<file path="config.mk">
export PLATFORM = sky130hd
export DESIGN_NAME = clk_ref_selector
export DESIGN_NICKNAME = d
export VERILOG_FILES = /design/src/rtl/clk_ref_selector.sv
export SDC_FILE = /design/constraint.sdc
export NUM_CORES = 1
export LEC_CHECK = 0
export BUFFER_PORTS_ARGS = -buffer_cell sky130_fd_sc_hd__buf_2
export CAP_MARGIN = 10
export CORE_ASPECT_RATIO = 0.5
export CORE_UTILIZATION = 55
export DETAILED_ROUTE_END_ITERATION = 6
export PLACE_DENSITY = 0.89
export SLEW_MARGIN = 40
export SYNTH_ARGS = -nofsm -noshare
export SYNTH_HDL_FRONTEND = slang
export SYNTH_SLANG_ARGS = --single-unit
</file>
<file path="constraint.sdc">
create_clock -name clk -period 26.2 [get_ports clk]
set_input_delay 2.62 -clock clk [delete_from_list [all_inputs] [get_ports clk]]
set_output_delay 2.62 -clock clk [all_outputs]
set_load 0.01 [all_outputs]
</file>
<file path="src/rtl/clk_ref_selector.sv">
module clk_ref_selector #(
  parameter int N_SRC = 8,
  parameter int QLW = 4,
  parameter int PRIW = 8,
  parameter int TYPW = 2,
  parameter int NUMW = 4,
  parameter logic [3:0] LOCAL_QL = 4'hB,
  localparam int IDXW = $clog2(N_SRC + 1),
  localparam int KEYW = 3 + PRIW + TYPW + NUMW
) (
  input  logic                   clk,
  input  logic                   rst,
  input  logic                   manual_mode,
  input  logic                   ql_enable,
  input  logic [IDXW-1:0]        forced_idx,
  input  logic [N_SRC-1:0]       cand_valid,
  input  logic [N_SRC*QLW-1:0]   cand_ql,
  input  logic [N_SRC*PRIW-1:0]  cand_prio,
  input  logic [N_SRC*TYPW-1:0]  cand_type,
  input  logic [N_SRC*NUMW-1:0]  cand_num,
  output logic [IDXW-1:0]        sel_idx,
  output logic                   sel_local,
  output logic [3:0]             sel_ql,
  output logic                   sel_change
);
  localparam logic [IDXW-1:0] LOC_IDX = IDXW'(N_SRC);

  function automatic logic [2:0] ql_rank(input logic [3:0] q);
    case (q)
      4'h2:    ql_rank = 3'd0;
      4'h4:    ql_rank = 3'd1;
      4'h8:    ql_rank = 3'd2;
      4'hB:    ql_rank = 3'd3;
      4'h0:    ql_rank = 3'd4;
      default: ql_rank = 3'd5;
    endcase
  endfunction

  logic            found;
  logic [KEYW-1:0] best_key;
  logic [IDXW-1:0] best_idx;
  logic [IDXW-1:0] nxt_idx;
  logic            nxt_local;
  logic [3:0]      nxt_ql;
  int              nxt_c;

  always_comb begin
    found    = 1'b0;
    best_key = '1;
    best_idx = LOC_IDX;
    for (int i = 0; i < N_SRC; i++) begin
      logic [QLW-1:0]  q;
      logic [PRIW-1:0] p;
      logic [TYPW-1:0] t;
      logic [KEYW-1:0] k;
      logic            ok;
      q  = cand_ql[i*QLW +: QLW];
      p  = cand_prio[i*PRIW +: PRIW];
      t  = cand_type[i*TYPW +: TYPW];
      ok = cand_valid[i] && (p != '1) && (t != 2'd3) && (q != 4'hF);
      k  = {(ql_enable ? ql_rank(q) : 3'd0), p, t, cand_num[i*NUMW +: NUMW]};
      if (ok && (!found || k < best_key)) begin
        found    = 1'b1;
        best_key = k;
        best_idx = IDXW'(i);
      end
    end
  end

  assign nxt_idx   = manual_mode ? ((forced_idx < LOC_IDX) ? forced_idx : LOC_IDX)
                                 : (found ? best_idx : LOC_IDX);
  assign nxt_local = (nxt_idx == LOC_IDX);
  assign nxt_c     = nxt_local ? 0 : int'(nxt_idx);
  assign nxt_ql    = nxt_local ? LOCAL_QL : cand_ql[nxt_c*QLW +: 4];

  always_ff @(posedge clk) begin
    if (rst) begin
      sel_idx    <= LOC_IDX;
      sel_local  <= 1'b1;
      sel_ql     <= LOCAL_QL;
      sel_change <= 1'b0;
    end else begin
      sel_idx    <= nxt_idx;
      sel_local  <= nxt_local;
      sel_ql     <= nxt_ql;
      sel_change <= (nxt_idx != sel_idx);
    end
  end

  logic                  manual_d;
  logic [IDXW-1:0]       forced_d;
  logic [N_SRC-1:0]      valid_d;
  logic [N_SRC*PRIW-1:0] prio_d;
  int                    sc;

  always_ff @(posedge clk) begin
    if (rst) begin
      manual_d <= 1'b0;
      forced_d <= '0;
      valid_d  <= '0;
      prio_d   <= '0;
    end else begin
      manual_d <= manual_mode;
      forced_d <= forced_idx;
      valid_d  <= cand_valid;
      prio_d   <= cand_prio;
    end
  end

  assign sc = sel_local ? 0 : int'(sel_idx);

  assert_manual_hold_R8: assert property (@(posedge clk) disable iff (rst)
    (manual_d && forced_d < LOC_IDX) |-> sel_idx == forced_d);

  assert_auto_valid_R2: assert property (@(posedge clk) disable iff (rst)
    (!manual_d && !sel_local) |-> valid_d[sc]);

  assert_auto_prio_R2: assert property (@(posedge clk) disable iff (rst)
    (!manual_d && !sel_local) |-> prio_d[sc*PRIW +: PRIW] != '1);

  assert_no_dnu_R2: assert property (@(posedge clk) disable iff (rst)
    (!manual_d && !sel_local) |-> sel_ql != 4'hF);

  assert_local_ql_R7: assert property (@(posedge clk) disable iff (rst)
    sel_local |-> sel_ql == LOCAL_QL);
endmodule

</file>
==> run metrics, run 1 <==
status complete, no violations; kind of critical path primary input to register; GPL Wtd Cong 0.954; IO buf count 169; internal power 0.136 mW; YS warnings 0; placed insts 1153; ant diodes 0; initial antenna violation count 0; Die H 75.7 microns; Die X 149 microns; Max Cap Viol 0; hpwl dp 16.4 mm; Yosys cell types 75; clock sinks 10; post-cts sizing count 0; total CTS buffers 3; slew of the pin with the lowest slew margin 0.738 ns; sequential area share after synthesis 0.0335; combinational share of power 0.838; Power per Cell Area 40.5 nW/um^2; Most used DFF post-synth dfxtp_1; Post-synth EDFFs 0; total gr overflow 0; CP most frequent cell a21oi_1; Synth async-reset ratio 0; Critical Path End Type register; H-tree levels 1; Avg WL per Cell 16.7 microns; final cycle utilization of the critical path 0.842; Mean Syn Cell Area 6.83 sq um; vias post-DR 7274; Static Leak 3.60 nW; die footprint 11300 sq um; clock buffer depth 2; CTS Hold Buffers Added 0; clock skew after layout 0.000301 ns; proportion of layout cells with a drive suffix above 1 0.205; switching fraction of total power 0.517; clk_lat worst skew 0.24 ns; HP Class register to register; cell count after synthesis 875; top cell family by delay on the critical path compound AO/OA/AOI/OAI gates; Max-slew headroom 0.508; worst path arrival time 22.19 ns; setup bufs post-CTS 0; Final WS setup 4.14 ns; Peak VDD IR 24.5 uV; Final Core Density 0.671; DRT antenna net count 0; Power, Total 0.282 mW; fmax 45.3 MHz; Cell Rows 26; Mapped Area 5980 sq um; largest net degree at the start of global routing 33; commonest non-fill, non-tap cell in the layout buf_2; CORE AREA 10400 sq um; DRC 0; Initial Util 0.576; worst path bufs/invs 7; Max Transition Viols Final 0; most frequent cells in the layout buf_2 (169), ha_1 (107), nor2_1 (98), a21oi_1 (97), nand2_1 (74); Setup crit start kind primary input; First DRT Iteration DRCs 529; CP max stage cell a31oi_4; io pins 170; clk slew on worst S/H paths 0.04 ns; nets 1287; RSZ-0062 raised after global routing no; P&R area growth vs syn 16.5%; final hold vios 0; global-route wire length before repair 29.7 mm; Syn Nets 1142; clock power share 0.096; DP Worst Slack 3.72 ns; Non-Filler Instances 1158; Sequential Power Share 0.066; CTS root buffer clkbuf_16; vias in the first global route 6269; Filler Cell Count 932; #FFs+latches synth 10; Net Switching 0.146 mW; setup_tns 0 ns; max incr delay on CP 0.66 ns; worst-path maximum fanout 32; Via density 6.28; final WL 19.4 mm; GR Util All Layers 0.327; Final setup viols 0; CTS tree yes; fin crit period 22.06 ns; total iterations of the first detailed-routing run 6; CP Data Required Time 26.33 ns
[worst min-delay path: stages, from the launching register on]
cell     delay [ns]
dfxtp_1        0.35
xor2_1         0.08
a41oi_1        0.14
[power by group through the flow]
stage               sequential [mW]  combinational [mW]  clock (mW)
global route                 0.0190               0.263      0.0277
finish                       0.0188               0.236      0.0270
global placement             0.0188               0.221           0
floorplan                    0.0200               0.165           0
detailed placement           0.0190               0.228           0
CTS                          0.0187               0.230      0.0271
[path summary, 6_finish.rpt]
kind	startpoint	to	slack, ns	cells past startpoint
max reg2reg	sel_idx[2]	sel_change	25.16	4
max	cand_ql[0]	sel_ql[0]	4.14	94
min reg2reg	sel_idx[0]	sel_change	0.61	2
min	sel_idx[0]	sel_change	0.61	2
[through the flow]
step	hold WS [ns]	instance area, sq um
after floorplan	0.609	5980
after global placement	0.594	6860
after detailed placement	0.606	6870
after CTS	0.618	6950
after global routing	0.631	6960
final	0.611	6960
[cells by family (layout without fill, tap and decap cells)]
kind of cell	after synthesis	after routing	synth area share
AOI/OAI and AO/OA	275	275	0.305
DFF	10	10	0.0335
adders and majority gates	108	108	0.226
muxes	46	46	0.0802
buffers and inverters	94	237	0.0628
xor gates and xnor gates	15	15	0.0220
and+or+nand+nor	327	327	0.271
[final cells by class]
cell class | instances | area [sq um] | share of cell area
Multi-Input combinational cell | 771 | 5410 | 0.778
Timing Repair Buffer | 172 | 866 | 0.124
Tap cell | 140 | 175 | 0.0252
Sequential cell | 10 | 200 | 0.0288
Clock buffer | 3 | 75.1 | 0.0108
Inverter | 62 | 233 | 0.0334
[synthesized netlist by cell type, types with 4 or more instances]
library cell	n	share of area
nor3b_1	6	0.0075
o31a_1	5	0.0073
nor2_1	98	0.062
clkbuf_1	26	0.016
nand2b_1	21	0.022
o21ai_0	53	0.044
nand3_1	18	0.015
a211oi_1	7	0.0088
and2_1	5	0.0052
o211a_1	6	0.010
mux2_2	15	0.028
a21o_1	29	0.036
xnor2_1	6	0.0088
a21boi_0	5	0.0063
o21a_1	11	0.014
o211ai_1	5	0.0063
dfxtp_1	10	0.033
and4_1	4	0.0059
mux2i_1	31	0.052
xor2_1	9	0.013
ha_1	107	0.22
nand2_1	74	0.046
inv_1	62	0.039
a21oi_1	97	0.081
nand4_1	41	0.043
o31ai_1	5	0.0063
nor3_1	17	0.014
and3_1	6	0.0063
nor2b_1	16	0.017
a211o_1	7	0.010
o41ai_1	4	0.0059
[routing by layer]
layer,share of wire,routed length [microns],track usage,vias up
met2,0.45,8740,0.566,368
met1,0.45,8800,0.448,3319
met5,0,0,0,-
li1,-,-,-,3545
met4,0.017,333,0.0737,0
met3,0.078,1510,0.0228,42
[registers in the layout, indices dropped and copies added, names as in the netlist]
register	cells
sel_local	1
sel_ql	4
sel_change	1
sel_idx	4
No activity file was read; power rests on OpenSTA's default activity.
==> run 2, diff against run 1 <==
--- a/config.mk
+++ b/config.mk
@@ -8,9 +8,9 @@
 export BUFFER_PORTS_ARGS = -buffer_cell sky130_fd_sc_hd__buf_2
 export CAP_MARGIN = 10
 export CORE_ASPECT_RATIO = 0.5
-export CORE_UTILIZATION = 55
+export CORE_UTILIZATION = 50
 export DETAILED_ROUTE_END_ITERATION = 6
-export PLACE_DENSITY = 0.89
+export PLACE_DENSITY = 0.85
 export SLEW_MARGIN = 40
 export SYNTH_ARGS = -nofsm -noshare
 export SYNTH_HDL_FRONTEND = slang
==> constraint.sdc (replaced) <==
create_clock -name clk -period 17.75 [get_ports clk]
set_input_delay 1.775 -clock clk [delete_from_list [all_inputs] [get_ports clk]]
set_output_delay 1.775 -clock clk [all_outputs]
set_load 0.01 [all_outputs]
==> run 2 against run 1 <==
Effect of this change: sequential share of layout area shrank 0.40 points; largest cell class unchanged; critical path type unchanged; setup slack lost 3.9 ns; critical path depth is 4 higher; cell count rose by 7.4%; register-to-register slack worse by 8.5 ns; non-clock buffer count increased by 64; global-route usage down 1.4 points; core utilization up 4.5 points; total power up 84%; critical endpoint is now sel_ql[2]; clock-buffer cell count increased by 1.
==> run metrics, run 2 (same netlist as run 1, synthesis figures left out) <==
CORE AREA 11300 sq um (was 10400 sq um); Final WS setup 0.244 ns (was 4.14 ns); CP Data Required Time 17.85 ns (was 26.33 ns); fmax 57.1 MHz; placed instance area 7180 sq um (was 6870 sq um); cell area after layout 8100 sq um (was 6960 sq um); DRC 0 (unchanged); worst-path maximum fanout 11 (was 32); die footprint 12400 sq um (was 11300 sq um); nets 1353 (was 1287); max incr delay on CP 0.39 ns (was 0.66 ns); global-route wire length before repair 31.7 mm (was 29.7 mm); clk_lat worst skew 0.24 ns (about the same); vias post-DR 7885 (was 7274); CTS root buffer clkbuf_16 (unchanged); Max Cap Viol 0 (unchanged); status complete, no violations (unchanged); clk slew on worst S/H paths 0.04 ns (about the same); DRT antenna net count 0 (unchanged); Non-Filler Instances 1244 (was 1158); IO buf count 169 (unchanged); Power per Cell Area 64.1 nW/um^2 (was 40.5 nW/um^2); Critical Path End Type register (unchanged); total CTS buffers 3 (unchanged); HP Class register to register (unchanged); final hold vios 0 (unchanged); final WL 22.3 mm (was 19.4 mm); CTS tree yes (unchanged); proportion of layout cells with a drive suffix above 1 0.320 (was 0.205); total iterations of the first detailed-routing run 5 (was 6); Final Core Density 0.716 (was 0.671); most frequent cells in the layout buf_2 (169), ha_1 (99), nor2_1 (95), a21oi_1 (72), nand2_1 (69) (was buf_2 (169), ha_1 (107), nor2_1 (98), a21oi_1 (97), nand2_1 (74)); clock sinks 10 (unchanged); setup_tns 0 ns (unchanged); kind of critical path primary input to register (unchanged); CP max stage cell nor4b_4 (was a31oi_4); CTS Hold Buffers Added 0 (unchanged); hpwl dp 17.1 mm (was 16.4 mm); H-tree levels 1 (unchanged); fin crit period 17.51 ns; Via density 6.34 (was 6.28); Cell Rows 27 (was 26); vias in the first global route 6913 (was 6269); Initial Util 0.528 (was 0.576); Max-slew headroom 0.484 (was 0.508); DP Worst Slack -0.598 ns (was 3.72 ns); ant diodes 0 (unchanged); clock buffer depth 2 (unchanged); worst path arrival time 17.60 ns (was 22.19 ns); P&R area growth vs syn 35.5% (was 16.5%); commonest non-fill, non-tap cell in the layout buf_2 (unchanged); io pins 170 (unchanged); largest net degree at the start of global routing 32 (was 33); Static Leak 4.04 nW (was 3.60 nW); Avg WL per Cell 17.9 microns (was 16.7 microns); total gr overflow 0 (unchanged); GR Util All Layers 0.313 (was 0.327); Max Transition Viols Final 0 (unchanged); GPL Wtd Cong 0.981 (was 0.954); Largest regs sel_idx: 4 flops, sel_ql: 4 flops (unchanged); placed insts 1206 (was 1153); Final setup viols 0 (unchanged); clock skew after layout 0.000867 ns (was 0.000301 ns); slew of the pin with the lowest slew margin 0.775 ns (was 0.738 ns); Die H 79.3 microns (was 75.7 microns); Die X 157 microns (was 149 microns); CP most frequent cell a21o_1 (was a21oi_1); initial antenna violation count 0 (unchanged); Setup crit start kind primary input (unchanged); First DRT Iteration DRCs 546 (was 529); Peak VDD IR 36.0 uV (was 24.5 uV); final cycle utilization of the critical path 0.986
==> run 2: cell types whose count changed in the layout (fill, tap and decap cells not counted), sizes merged <==
cell	change
a21o	+1
buf	+58
clkbuf	+7
nand2	+1
==> run 2: layout make-up <==
| type | count | area, sq um |
|---|---|---|
| fill | 876 | 3220 |
| tap | 159 | 199 |
| sequential | 10 | 200 |
| inverter | 62 | 233 |
| timing repair buffer | 236 | 1530 |
| clock buffer | 4 | 88.8 |
| multi-input combinational | 773 | 5850 |
==> run 2: timing repair <==
action                                  in CTS  in global routing
gates resized for setup                     15                 98
endpoints found under the setup margin       5                  8
pin swaps                                    1                 47
gates cloned                                 0                  9
setup buffers                                1                 24
==> run 2: path summary, 6_finish.rpt <==
kind                                 start  cells past startpoint    endpoint  slack (ns)
worst max-delay path            cand_ql[0]                     98   sel_ql[2]        0.24
worst min register to register  sel_idx[0]                      2  sel_change        0.60
worst max register to register  sel_idx[1]                      4  sel_change       16.71
worst min-delay path            sel_idx[0]                      2  sel_change        0.60
==> run 2: power by group <==
part	switching [mW]	internal, mW
Clock	0.0108	0.0339
Sequential	0.00180	0.0260
Combinational	0.243	0.204
==> run 2: through the flow <==
step / power [mW] / hold WS [ns]
after CTS: 0.437 / 0.607
after floorplan: 0.275 / 0.609
final: 0.520 / 0.597
after global placement: 0.371 / 0.589
after global routing: 0.556 / 0.674
after detailed placement: 0.384 / 0.593
==> run 2: worst max-delay path, delay by kind of cell <==
family / cells / cell delay [ns]
simple gates: 30 / 4.12
compound gates: 47 / 7.65
buf+inv: 11 / 1.46
fa+ha+maj: 7 / 1.80
mux: 3 / 0.76
==> run 2: metal layers <==
| layer | wire (microns) | share of wire | GRT usage |
|---|---|---|---|
| met1 | 9120 | 0.41 | 0.401 |
| met2 | 10400 | 0.47 | 0.544 |
| met3 | 2040 | 0.091 | 0.0431 |
| met4 | 728 | 0.033 | 0.0931 |
| met5 | 0 | 0 | 0 |
